<file path="src/rtl/xint_pkg.sv">
package xint_pkg;
    localparam int ADDR_W = 6;
    localparam int DATA_W = 32;

    typedef enum logic [ADDR_W-1:0] {
        OFS_EN_SET   = 6'h00,
        OFS_EN_CLR   = 6'h04,
        OFS_EN_VIEW  = 6'h08,
        OFS_STAT     = 6'h0C,
        OFS_STAT_CLR = 6'h10,
        OFS_SENSE    = 6'h14,
        OFS_RISE_SEL = 6'h18,
        OFS_HIGH_SEL = 6'h1C,
        OFS_TEST     = 6'h20,
        OFS_NMI      = 6'h24
    } reg_ofs_e;

    // {sense bit, direction/polarity bit}
    typedef enum logic [1:0] {
        TRIG_FALL = 2'b00,
        TRIG_RISE = 2'b01,
        TRIG_LOW  = 2'b10,
        TRIG_HIGH = 2'b11
    } trig_kind_e;

    localparam int TEST_BIT = 31;
    localparam int NMI_BIT  = 0;
endpackage

</file>
<file path="src/rtl/xint_sync.sv">
module xint_sync #(
    parameter int NUM_LINES = 8
) (
    input  logic                 clk,
    input  logic                 rst_n,
    input  logic [NUM_LINES-1:0] raw_in,
    output logic [NUM_LINES-1:0] cur,
    output logic [NUM_LINES-1:0] prev
);
    genvar g;
    generate
        for (g = 0; g < NUM_LINES; g++) begin : g_line
            logic meta_q, stab_q, old_q;
            always_ff @(posedge clk) begin
                if (!rst_n) begin
                    meta_q <= 1'b0;
                    stab_q <= 1'b0;
                    old_q  <= 1'b0;
                end else begin
                    meta_q <= raw_in[g];
                    stab_q <= meta_q;
                    old_q  <= stab_q;
                end
            end
            assign cur[g]  = stab_q;
            assign prev[g] = old_q;
        end
    endgenerate
endmodule

</file>
<file path="src/rtl/xint_detect.sv">
module xint_detect
    import xint_pkg::*;
#(
    parameter int NUM_LINES = 8
) (
    input  logic [NUM_LINES-1:0] cur,
    input  logic [NUM_LINES-1:0] prev,
    input  logic [NUM_LINES-1:0] sense_q,
    input  logic [NUM_LINES-1:0] rise_sel_q,
    input  logic [NUM_LINES-1:0] high_sel_q,
    output logic [NUM_LINES-1:0] trig
);
    genvar g;
    generate
        for (g = 0; g < NUM_LINES; g++) begin : g_line
            trig_kind_e kind;
            logic       hit;
            always_comb begin
                kind = trig_kind_e'({sense_q[g],
                                     sense_q[g] ? high_sel_q[g] : rise_sel_q[g]});
                unique case (kind)
                    TRIG_FALL: hit = ~cur[g] &  prev[g];
                    TRIG_RISE: hit =  cur[g] & ~prev[g];
                    TRIG_LOW:  hit = ~cur[g];
                    TRIG_HIGH: hit =  cur[g];
                    default:   hit = 1'b0;
                endcase
            end
            assign trig[g] = hit;
        end
    endgenerate
endmodule

</file>
<file path="src/rtl/xint_regs.sv">
module xint_regs
    import xint_pkg::*;
#(
    parameter int NUM_LINES = 8
) (
    input  logic                 clk,
    input  logic                 rst_n,
    input  logic                 wr_en,
    input  logic [ADDR_W-1:0]    addr,
    input  logic [DATA_W-1:0]    wr_data,
    output logic [NUM_LINES-1:0] mask_q,
    output logic [NUM_LINES-1:0] sense_q,
    output logic [NUM_LINES-1:0] rise_sel_q,
    output logic [NUM_LINES-1:0] high_sel_q,
    output logic [NUM_LINES-1:0] test_pat_q,
    output logic                 nmi_en_q,
    output logic                 test_en_q,
    output logic [NUM_LINES-1:0] clr_stb
);
    logic [NUM_LINES-1:0] wd;
    logic                 unused_hi;

    assign wd        = wr_data[NUM_LINES-1:0];
    assign unused_hi = ^wr_data;

    always_comb begin
        clr_stb = '0;
        if (wr_en && addr == OFS_STAT_CLR) clr_stb = wd;
    end

    always_ff @(posedge clk) begin
        if (!rst_n) begin
            mask_q     <= '0;
            sense_q    <= '0;
            rise_sel_q <= '0;
            high_sel_q <= '0;
            test_pat_q <= '0;
            nmi_en_q   <= 1'b0;
            test_en_q  <= 1'b0;
        end else if (wr_en) begin
            case (addr)
                OFS_EN_SET: begin
                    mask_q     <= mask_q | wd;
                    test_pat_q <= wd;
                end
                OFS_EN_CLR:   mask_q     <= mask_q & ~wd;
                OFS_SENSE:    sense_q    <= wd;
                OFS_RISE_SEL: rise_sel_q <= wd;
                OFS_HIGH_SEL: high_sel_q <= wd;
                OFS_TEST:     test_en_q  <= wr_data[TEST_BIT];
                OFS_NMI:      nmi_en_q   <= wr_data[NMI_BIT];
                default: ;
            endcase
        end
    end
endmodule

</file>
<file path="src/rtl/xint_ctrl.sv">
module xint_ctrl
    import xint_pkg::*;
#(
    parameter int NUM_LINES = 8
) (
    input  logic                 clk,
    input  logic                 rst_n,
    input  logic [NUM_LINES-1:0] line_in,
    input  logic                 wr_en,
    input  logic [5:0]           addr,
    input  logic [31:0]          wr_data,
    output logic [31:0]          rd_data,
    output logic                 irq_out,
    output logic                 nmi_out
);
    logic [NUM_LINES-1:0] mask_q, sense_q, rise_sel_q, high_sel_q, test_pat_q;
    logic [NUM_LINES-1:0] clr_stb, src, cur, prev, trig, status_q;
    logic                 nmi_en_q, test_en_q;

    xint_regs #(.NUM_LINES(NUM_LINES)) u_regs (
        .clk(clk), .rst_n(rst_n), .wr_en(wr_en), .addr(addr), .wr_data(wr_data),
        .mask_q(mask_q), .sense_q(sense_q), .rise_sel_q(rise_sel_q),
        .high_sel_q(high_sel_q), .test_pat_q(test_pat_q), .nmi_en_q(nmi_en_q),
        .test_en_q(test_en_q), .clr_stb(clr_stb)
    );

    assign src = test_en_q ? test_pat_q : line_in;

    xint_sync #(.NUM_LINES(NUM_LINES)) u_sync (
        .clk(clk), .rst_n(rst_n), .raw_in(src), .cur(cur), .prev(prev)
    );

    xint_detect #(.NUM_LINES(NUM_LINES)) u_detect (
        .cur(cur), .prev(prev), .sense_q(sense_q), .rise_sel_q(rise_sel_q),
        .high_sel_q(high_sel_q), .trig(trig)
    );

    always_ff @(posedge clk) begin
        if (!rst_n) status_q <= '0;
        else        status_q <= (status_q & ~clr_stb) | trig;
    end

    assign irq_out = |(status_q & mask_q);
    assign nmi_out = nmi_en_q & status_q[0];

    always_comb begin
        rd_data = '0;
        case (addr)
            OFS_EN_VIEW:  rd_data[NUM_LINES-1:0] = mask_q;
            OFS_STAT:     rd_data[NUM_LINES-1:0] = status_q;
            OFS_SENSE:    rd_data[NUM_LINES-1:0] = sense_q;
            OFS_RISE_SEL: rd_data[NUM_LINES-1:0] = rise_sel_q;
            OFS_HIGH_SEL: rd_data[NUM_LINES-1:0] = high_sel_q;
            OFS_TEST:     rd_data[TEST_BIT]      = test_en_q;
            OFS_NMI:      rd_data[NMI_BIT]       = nmi_en_q;
            default: ;
        endcase
    end
endmodule

</file>
<file path="config.mk">
export PLATFORM = sky130hd
export DESIGN_NAME = xint_ctrl
export DESIGN_NICKNAME = d
export VERILOG_FILES = /design/src/rtl/xint_pkg.sv /design/src/rtl/xint_sync.sv /design/src/rtl/xint_detect.sv /design/src/rtl/xint_regs.sv /design/src/rtl/xint_ctrl.sv
export SDC_FILE = /design/constraint.sdc
export NUM_CORES = 1
export LEC_CHECK = 0
export BUFFER_PORTS_ARGS = -buffer_cell sky130_fd_sc_hd__buf_2
export CAP_MARGIN = 20
export CORE_UTILIZATION = 45
export DETAILED_ROUTE_END_ITERATION = 7
export PLACE_DENSITY = 0.75
export SLEW_MARGIN = 10
export SYNTH_ARGS = -nofsm -noshare
export SYNTH_HDL_FRONTEND = slang
export SYNTH_HIERARCHICAL = 1
export SYNTH_SLANG_ARGS = --single-unit
</file>
<file path="constraint.sdc">
create_clock -name clk -period 4.1 [get_ports clk]
set_input_delay 1.23 -clock clk [delete_from_list [all_inputs] [get_ports clk]]
set_output_delay 1.23 -clock clk [all_outputs]
set_load 0.05 [all_outputs]
</file>
==> impl_summary.txt, run 1 <==
----------------------------------------------------
[Route]
  DRT Pass-1 Iters ... 4
  Overall via count from detail_route ... between 2000 and 3000
  Total wirelength of the detailed-routed design ... roughly 8 mm
  Wire length per cell after detailed routing ... about 16 µm
  Remaining DRCs ... 0
  Antenna violation net count after detailed routing ... 0
  Via density per instance ... around 5.4
  Starting DRC count in detailed routing ... 158

[GRT]
  Pin count of the biggest net entering global routing ... 49
  Global route total overflow ... 0
  Overall routing resource usage ... roughly 20%
  Antenna violations before repair ... 0
  First-pass GRT wire length ... approximately 13 mm
  Number of global-route vias before repair ... roughly 2700

[Clock tree]
  Post-cts repair resize count ... 0
  Hold buffer count at CTS ... 0
  Total number of H-tree levels ... 3
  Count of buffers added by post-CTS timing repair for setup ... 0
  Worst-case clock buffer depth ... 2
  TritonCTS Buffers ... 9
  Clock tree from TritonCTS ... built
  Cell at the root of the clock tree ... clkbuf_8
  Source-to-sink clock delay at the later pin of the worst-skew pair ... ~360 ps
  TritonCTS sink count ... 74
  Clock transition at the registers of the reported paths ... roughly 80 ps

[Yosys]
  Netlist area before placement ... a little under 0.004 mm²
  Average cell area after synthesis ... between 9 and 10 µm²
  Biggest area consumer among synthesized cells ... dfxtp_1
  Count of different cell masters after synthesis ... 36
  Most frequent cell after synthesis ... dfxtp_1
  Post-synth EDFFs ... 0
  Ys Warns ... 6
  Cell types with the largest area share after synthesis ... dfxtp_1 38%, mux2i_1 11%, buf_4 9.1%
  Sequential fraction of the synthesis area ... a little under two fifths
  Gate Count Post-Synth ... between 400 and 500
  Share of flip-flops with an asynchronous set or reset ... 0%
  Synth cell count leaders ... 74 x dfxtp_1, 52 x nand2_1, 47 x buf_4
  Area share of the largest cell type after synthesis ... a little under two fifths
  Post-synth top flop ... dfxtp_1
  Flip-flop and latch count after synthesis ... 74

[Cells and area]
  Nets ... 463
  Share of final-layout standard cells stronger than drive strength 1 ... roughly 25%
  Synthesis-to-finish area growth ... 5.56%
  Post-route design area ... just over 0.004 mm²
  Ant. Diodes ... 0
  Core occupancy in the finished layout ... about half
  Non-filler instance count after layout ... 524

[Floorplanning]
  I/O pins ... between 80 and 90
  Area of the placeable core ... 0.00826 mm²
  Die outline height ... 94.8 µm
  Die area ... about 0.0090 mm²
  Cell row count ... 33
  Horizontal die dimension ... 94.8 µm
  Initial cell density of the core ... around 47%

[Critical path]
  Startpoint of the most critical register-to-register path ... u_regs/test_en_q
  Number of cells on the worst reg-to-reg path ... 2
  CP peak stage delay ... approximately 560 ps
  Largest delay share family, worst path ... simple AND/OR/NAND/NOR gates
  Top cell by count, worst path ... buf_2
  CP endpoint kind ... primary output
  Cell-by-cell trace of the critical path ... buf_2 -> or3_1 -> nor3_1 -> a221o_1 -> buf_2
  Reg-to-reg endpoint ... u_sync/g_line[2].meta_q
  Reg-to-reg setup timing slack ... roughly 2700 ps
  Arr. time, crit path ... between 2000 and 3000 ps
  CP max-delay cell ... or3_1
  Worst setup SP type ... input port
  CP Class ... input port to primary output
  Combined buffer and inverter count along the critical path ... 2
  Highest fanout seen on the critical path ... 9
  CP required ... 2870 ps

[Worst hold path]
  Hold crit path type ... register to register
  Hold endpoint ... u_sync/g_line[1].stab_q
  Origin of the worst min-delay path ... u_sync/g_line[1].meta_q
  Number of cells on the worst hold path ... 1

[Timing]
  Fmax ... 255 MHz
  Max-Slew Margin vs Limit ... a little over two fifths
  Worst-case clock skew ... about 12 ps
  Share of the clock period used by the worst path ... ~96%
  Fin. Hold Viols ... 0
  Total setup violations reported at the end of the flow ... 0
  Min Clock Period, post-route ... a little under 4000 ps
  Max-slew violation total from the final report ... 0
  Setup repair after global routing missed its margin ... no
  Worst Max-Slew Pin Slew ... 866 ps
  Setup TNS after final layout ... 0 ps

[Pwr]
  Leakage power summed over all cells ... between 1.5 and 2 nW
  Net switching power ... between 0.4 and 0.5 mW
  Total power per unit cell area ... ~380 mW/mm²
  Total power ... around 1.5 mW
  Largest vdd supply drop ... between 0.2 and 0.3 mV
  Proportion of power drawn by combinational gates ... ~9.7%
  Cell internal power dissipation ... 1.15 mW
  Net switching fraction of the power ... about 26%
  Sequential Power Share ... 48.1%
  Clock power frac ... 42.2%

[Placement]
  Area of placed instances ... about 0.0039 mm²
  Weighted congestion at the end of routability-driven global placement ... roughly 0.8
  DP HPWL ... between 5 and 6 mm
  Buffers added on ports ... 36
  Placed Cells ... approximately 500

[Job]
  Maximum capacitance violations ... 0

[Run status]
  Outcome ... finished clean

----------------------------------------------------
## final cells by class
type,count,area [µm²]
clock buffers,11,141
fillers,784,4170
well taps,105,131
inverters,1,3.75
flip-flops and latches,74,1480
repair buffers,45,248
clock inverters,5,85.1
multi-input cells,283,2000
## layer usage
layer	global-route usage, %	routed length [µm]	vias up
met5	0	0	-
met4	9.22	201	0
met3	4.67	469	18
met2	32.6	3900	84
met1	23.5	3620	1338
li1	-	-	1370
## cells in the final DEF (no fill, tap or decap), types with 9 or more instances in the layout
| cell | netlist | layout |
|---|---|---|
| dfxtp_1 | 74 | 74 |
| nand2_1 | 52 | 52 |
| conb_1 | 1 | 23 |
| and2_2 | 18 | 18 |
| mux2i_1 | 42 | 42 |
| mux2_2 | 15 | 15 |
| and2_1 | 15 | 15 |
| clkbuf_8 | 0 | 10 |
| nor2b_1 | 17 | 17 |
| nor3b_1 | 17 | 17 |
| buf_4 | 47 | 9 |
| buf_2 | 3 | 36 |
## power by group through the flow
stage                     logic (mW)  clock network [mW]  registers [mW]
final                          0.149               0.654           0.745
after CTS                      0.149               0.663           0.745
after floorplan                0.146                   0           0.758
after global routing           0.161               0.693           0.747
after detailed placement       0.148                   0           0.762
after global placement         0.146                   0           0.761
## cells by family after synthesis
family	Yosys count	share of synthesized area, %
other cells	1	0.0968
mux	57	15.2
simple gates	159	24.5
flops	74	38.2
buf+inv	69	12.3
compound gates	44	9.69
## how the worst max path moves through the flow
stage | slack, ps | from | to | depth (start not counted)
after global routing | 110 | addr[2] | rd_data[7] | 6
after global placement | 210 | addr[1] | rd_data[0] | 5
after floorplan | 410 | addr[1] | rd_data[0] | 4
after CTS | 200 | addr[2] | rd_data[7] | 6
after detailed placement | 210 | addr[1] | rd_data[0] | 5
final | 180 | addr[1] | rd_data[7] | 5
## through the flow
step | worst slack (ps) | hold WS (ps)
after global placement | 213 | 418
final | 181 | 442
after detailed placement | 213 | 425
after CTS | 201 | 445
after floorplan | 414 | 412
after global routing | 113 | 458
Power figures use the tool's default switching activity.
==> run 2: changes to the inputs <==
--- a/config.mk
+++ b/config.mk
@@ -10,6 +10,7 @@
 export CORE_UTILIZATION = 45
 export DETAILED_ROUTE_END_ITERATION = 7
 export PLACE_DENSITY = 0.75
+export REMOVE_ABC_BUFFERS = 1
 export SLEW_MARGIN = 10
 export SYNTH_ARGS = -nofsm -noshare
 export SYNTH_HDL_FRONTEND = slang
==> run 2 against run 1 <==
- global-route usage rose by 0.50 points
- via count rose by 0.75%
- setup slack got worse by 83 ps
- combinational power rose by 3%
==> impl_summary.txt, run 2 (synthesis gave the netlist of run 1 again) <==
----------------------------------------------------
[Clock tree]
  TritonCTS sink count ... 74 (unchanged)
  Count of buffers added by post-CTS timing repair for setup ... 0 (unchanged)
  Total number of H-tree levels ... 3 (unchanged)
  Clock tree from TritonCTS ... built (unchanged)
  TritonCTS Buffers ... 9 (unchanged)
  Worst-case clock buffer depth ... 2 (unchanged)
  Hold buffer count at CTS ... 0 (unchanged)
  Cell at the root of the clock tree ... clkbuf_8 (unchanged)
  Post-cts repair resize count ... 0 (unchanged)
  Source-to-sink clock delay at the later pin of the worst-skew pair ... 350 ps (was 360 ps)
  Clock transition at the registers of the reported paths ... 70 ps (was 80 ps)

[Placement]
  Placed Cells ... 513 (was 508)
  Weighted congestion at the end of routability-driven global placement ... 0.813 (was 0.801)
  Area of placed instances ... 0.00391 mm² (was 0.00386 mm²)
  Pre-CTS worst setup slack ... 114 ps (was 213 ps)
  DP HPWL ... 5.88 mm (was 5.54 mm)
  Buffers added on ports ... 36 (unchanged)

[GRT]
  Number of global-route vias before repair ... 2768 (was 2670)
  Global route total overflow ... 0 (unchanged)
  First-pass GRT wire length ... 13.4 mm (was 13.1 mm)
  Antenna violations before repair ... 0 (unchanged)
  Pin count of the biggest net entering global routing ... 32 (was 49)
  Overall routing resource usage ... 20.0% (was 19.5%)

[Timing]
  Max-slew violation total from the final report ... 0 (unchanged)
  Fin. Hold Viols ... 0 (unchanged)
  Max-Slew Margin vs Limit ... 41.6% (was 42.3%)
  Setup TNS after final layout ... 0 ps (unchanged)
  Worst setup slack after layout ... 98.0 ps (was 181 ps)
  Worst Max-Slew Pin Slew ... 877 ps (was 866 ps)
  Setup repair after global routing missed its margin ... no (unchanged)
  Share of the clock period used by the worst path ... 97.6% (was 95.6%)
  Total setup violations reported at the end of the flow ... 0 (unchanged)
  Worst-case clock skew ... 7.16 ps (was 11.9 ps)
  Fmax ... 250 MHz (was 255 MHz)
  Min Clock Period, post-route ... 4000 ps (was 3920 ps)

[Pwr]
  Total power per unit cell area ... 401 mW/mm² (was 378 mW/mm²)
  Leakage power summed over all cells ... 1.91 nW (was 1.85 nW)
  Largest vdd supply drop ... 0.192 mV (was 0.276 mV)

[Cells and area]
  Filler Cells Inserted ... 774 (was 784)
  Synthesis-to-finish area growth ... 8.37% (was 5.56%)
  Post-route design area ... 0.00420 mm² (was 0.00409 mm²)
  Most frequent standard cell in the layout excluding fill and tap cells ... dfxtp_1 (unchanged)
  Share of final-layout standard cells stronger than drive strength 1 ... 25.7% (was 24.6%)
  Core occupancy in the finished layout ... 50.8% (was 49.5%)
  Ant. Diodes ... 0 (unchanged)
  Leading cell types in the layout, fill and taps excluded ... 74 x dfxtp_1, 52 x nand2_1, 42 x mux2i_1 (unchanged)
  Non-filler instance count after layout ... 529 (was 524)
  Nets ... 468 (was 463)

[Floorplanning]
  I/O pins ... 83 (unchanged)
  Cell row count ... 33 (unchanged)
  Die outline height ... 94.8 µm (unchanged)
  Area of the placeable core ... 0.00826 mm² (unchanged)
  Initial cell density of the core ... 46.9% (unchanged)
  Horizontal die dimension ... 94.8 µm (unchanged)
  Die area ... 0.00898 mm² (unchanged)

[Critical path]
  Highest fanout seen on the critical path ... 7 (was 9)
  Top cell by count, worst path ... buf_2 (unchanged)
  CP required ... 2870 ps (about the same)
  CP max-delay cell ... nor3b_2 (was or3_1)
  Largest delay share family, worst path ... simple AND/OR/NAND/NOR gates (unchanged)
  Cell-by-cell trace of the critical path ... buf_2 -> nand2b_1 -> nor3b_2 -> a221o_1 -> buf_2 (was buf_2 -> or3_1 -> nor3_1 -> a221o_1 -> buf_2)
  Path length in cells of the critical path ... 5 (unchanged)
  Arr. time, crit path ... 2770 ps (was 2690 ps)
  Reg-to-reg setup timing slack ... 2850 ps (was 2660 ps)
  Combined buffer and inverter count along the critical path ... 2 (unchanged)
  CP peak stage delay ... 600 ps (was 560 ps)
  CP Class ... input port to primary output (unchanged)
  Launch point of the critical path ... addr[5] (was addr[1])
  Capture point of the critical path ... rd_data[7] (unchanged)
  Worst setup SP type ... input port (unchanged)
  CP endpoint kind ... primary output (unchanged)
  Number of cells on the worst reg-to-reg path ... 3 (was 2)
  Reg-to-reg endpoint ... u_sync/g_line[6].meta_q (was u_sync/g_line[2].meta_q)
  Startpoint of the most critical register-to-register path ... u_regs/test_en_q (unchanged)

[Route]
  Total wirelength of the detailed-routed design ... 8.45 mm (was 8.19 mm)
  Starting DRC count in detailed routing ... 181 (was 158)
  DRT Pass-1 Iters ... 4 (unchanged)
  Via density per instance ... 5.35 (was 5.36)
  Overall via count from detail_route ... 2831 (was 2810)
  Remaining DRCs ... 0 (unchanged)
  Wire length per cell after detailed routing ... 16.0 µm (was 15.6 µm)
  Antenna violation net count after detailed routing ... 0 (unchanged)

[Run status]
  Outcome ... finished clean (unchanged)

[Worst hold path]
  Hold crit path type ... register to register (unchanged)

[Job]
  Maximum capacitance violations ... 0 (unchanged)

----------------------------------------------------
[run 2: cell count changes in the layout (fill, tap and decap cells not counted)]
cell	previous run	this run
buf_12	0	1
clkbuf_1	1	0
inv_6	2	0
clkinvlp_4	1	0
clkbuf_8	10	12
bufinv_16	2	4
buf_4	9	13
[run 2: final cells by class]
type | instances | area (µm²) | share of cell area (%)
Sequential cell | 74 | 1480 | 35.3
Multi-Input combinational cell | 283 | 2000 | 47.6
Timing Repair Buffer | 50 | 298 | 7.09
Inverter | 1 | 3.75 | 0.0894
Clock buffer | 12 | 165 | 3.93
Clock inverter | 4 | 120 | 2.86
Tap cell | 105 | 131 | 3.13
[run 2: per-stage QoR]
stage / hold slack [ps] / power, mW
after floorplan: 412 / 0.856
after global placement: 413 / 0.911
after detailed placement: 420 / 0.915
after CTS: 437 / 1.70
after global routing: 449 / 1.73
final: 434 / 1.68
[run 2: how the worst min path moves through the flow]
stage,slack [ps],start,cells past startpoint,to
final,430,u_sync/g_line[1].meta_q,1,u_sync/g_line[1].stab_q
after global routing,450,u_sync/g_line[1].meta_q,1,u_sync/g_line[1].stab_q
after CTS,440,u_sync/g_line[1].meta_q,1,u_sync/g_line[1].stab_q
after detailed placement,420,u_sync/g_line[1].meta_q,1,u_sync/g_line[1].stab_q
after global placement,410,u_sync/g_line[1].meta_q,1,u_sync/g_line[1].stab_q
after floorplan,410,u_sync/g_line[1].meta_q,1,u_sync/g_line[1].stab_q
[run 2: metal layers]
layer  track usage [%]  wire, µm  vias to the layer above
li1                  -         -                     1385
met1              24.8      3690                     1344
met2              33.9      4180                       90
met3              3.06       432                       12
met4              9.34       154                        0
met5                 0         0                        -
[run 2: power by group]
| part | total [mW] | leakage (nW) | switching (mW) | internal [mW] |
|---|---|---|---|---|
| clock network | 0.783 | 0.143 | 0.267 | 0.516 |
| logic | 0.154 | 1.17 | 0.103 | 0.0511 |
| registers | 0.745 | 0.602 | 0.00961 | 0.735 |
| total | 1.68 | 1.91 | 0.379 | 1.30 |
[run 2: worst reg2reg max path: stages (launching register included)]
cell	delay [ps]
dfxtp_1	370
buf_4	240
mux2_2	350
and2_2	190
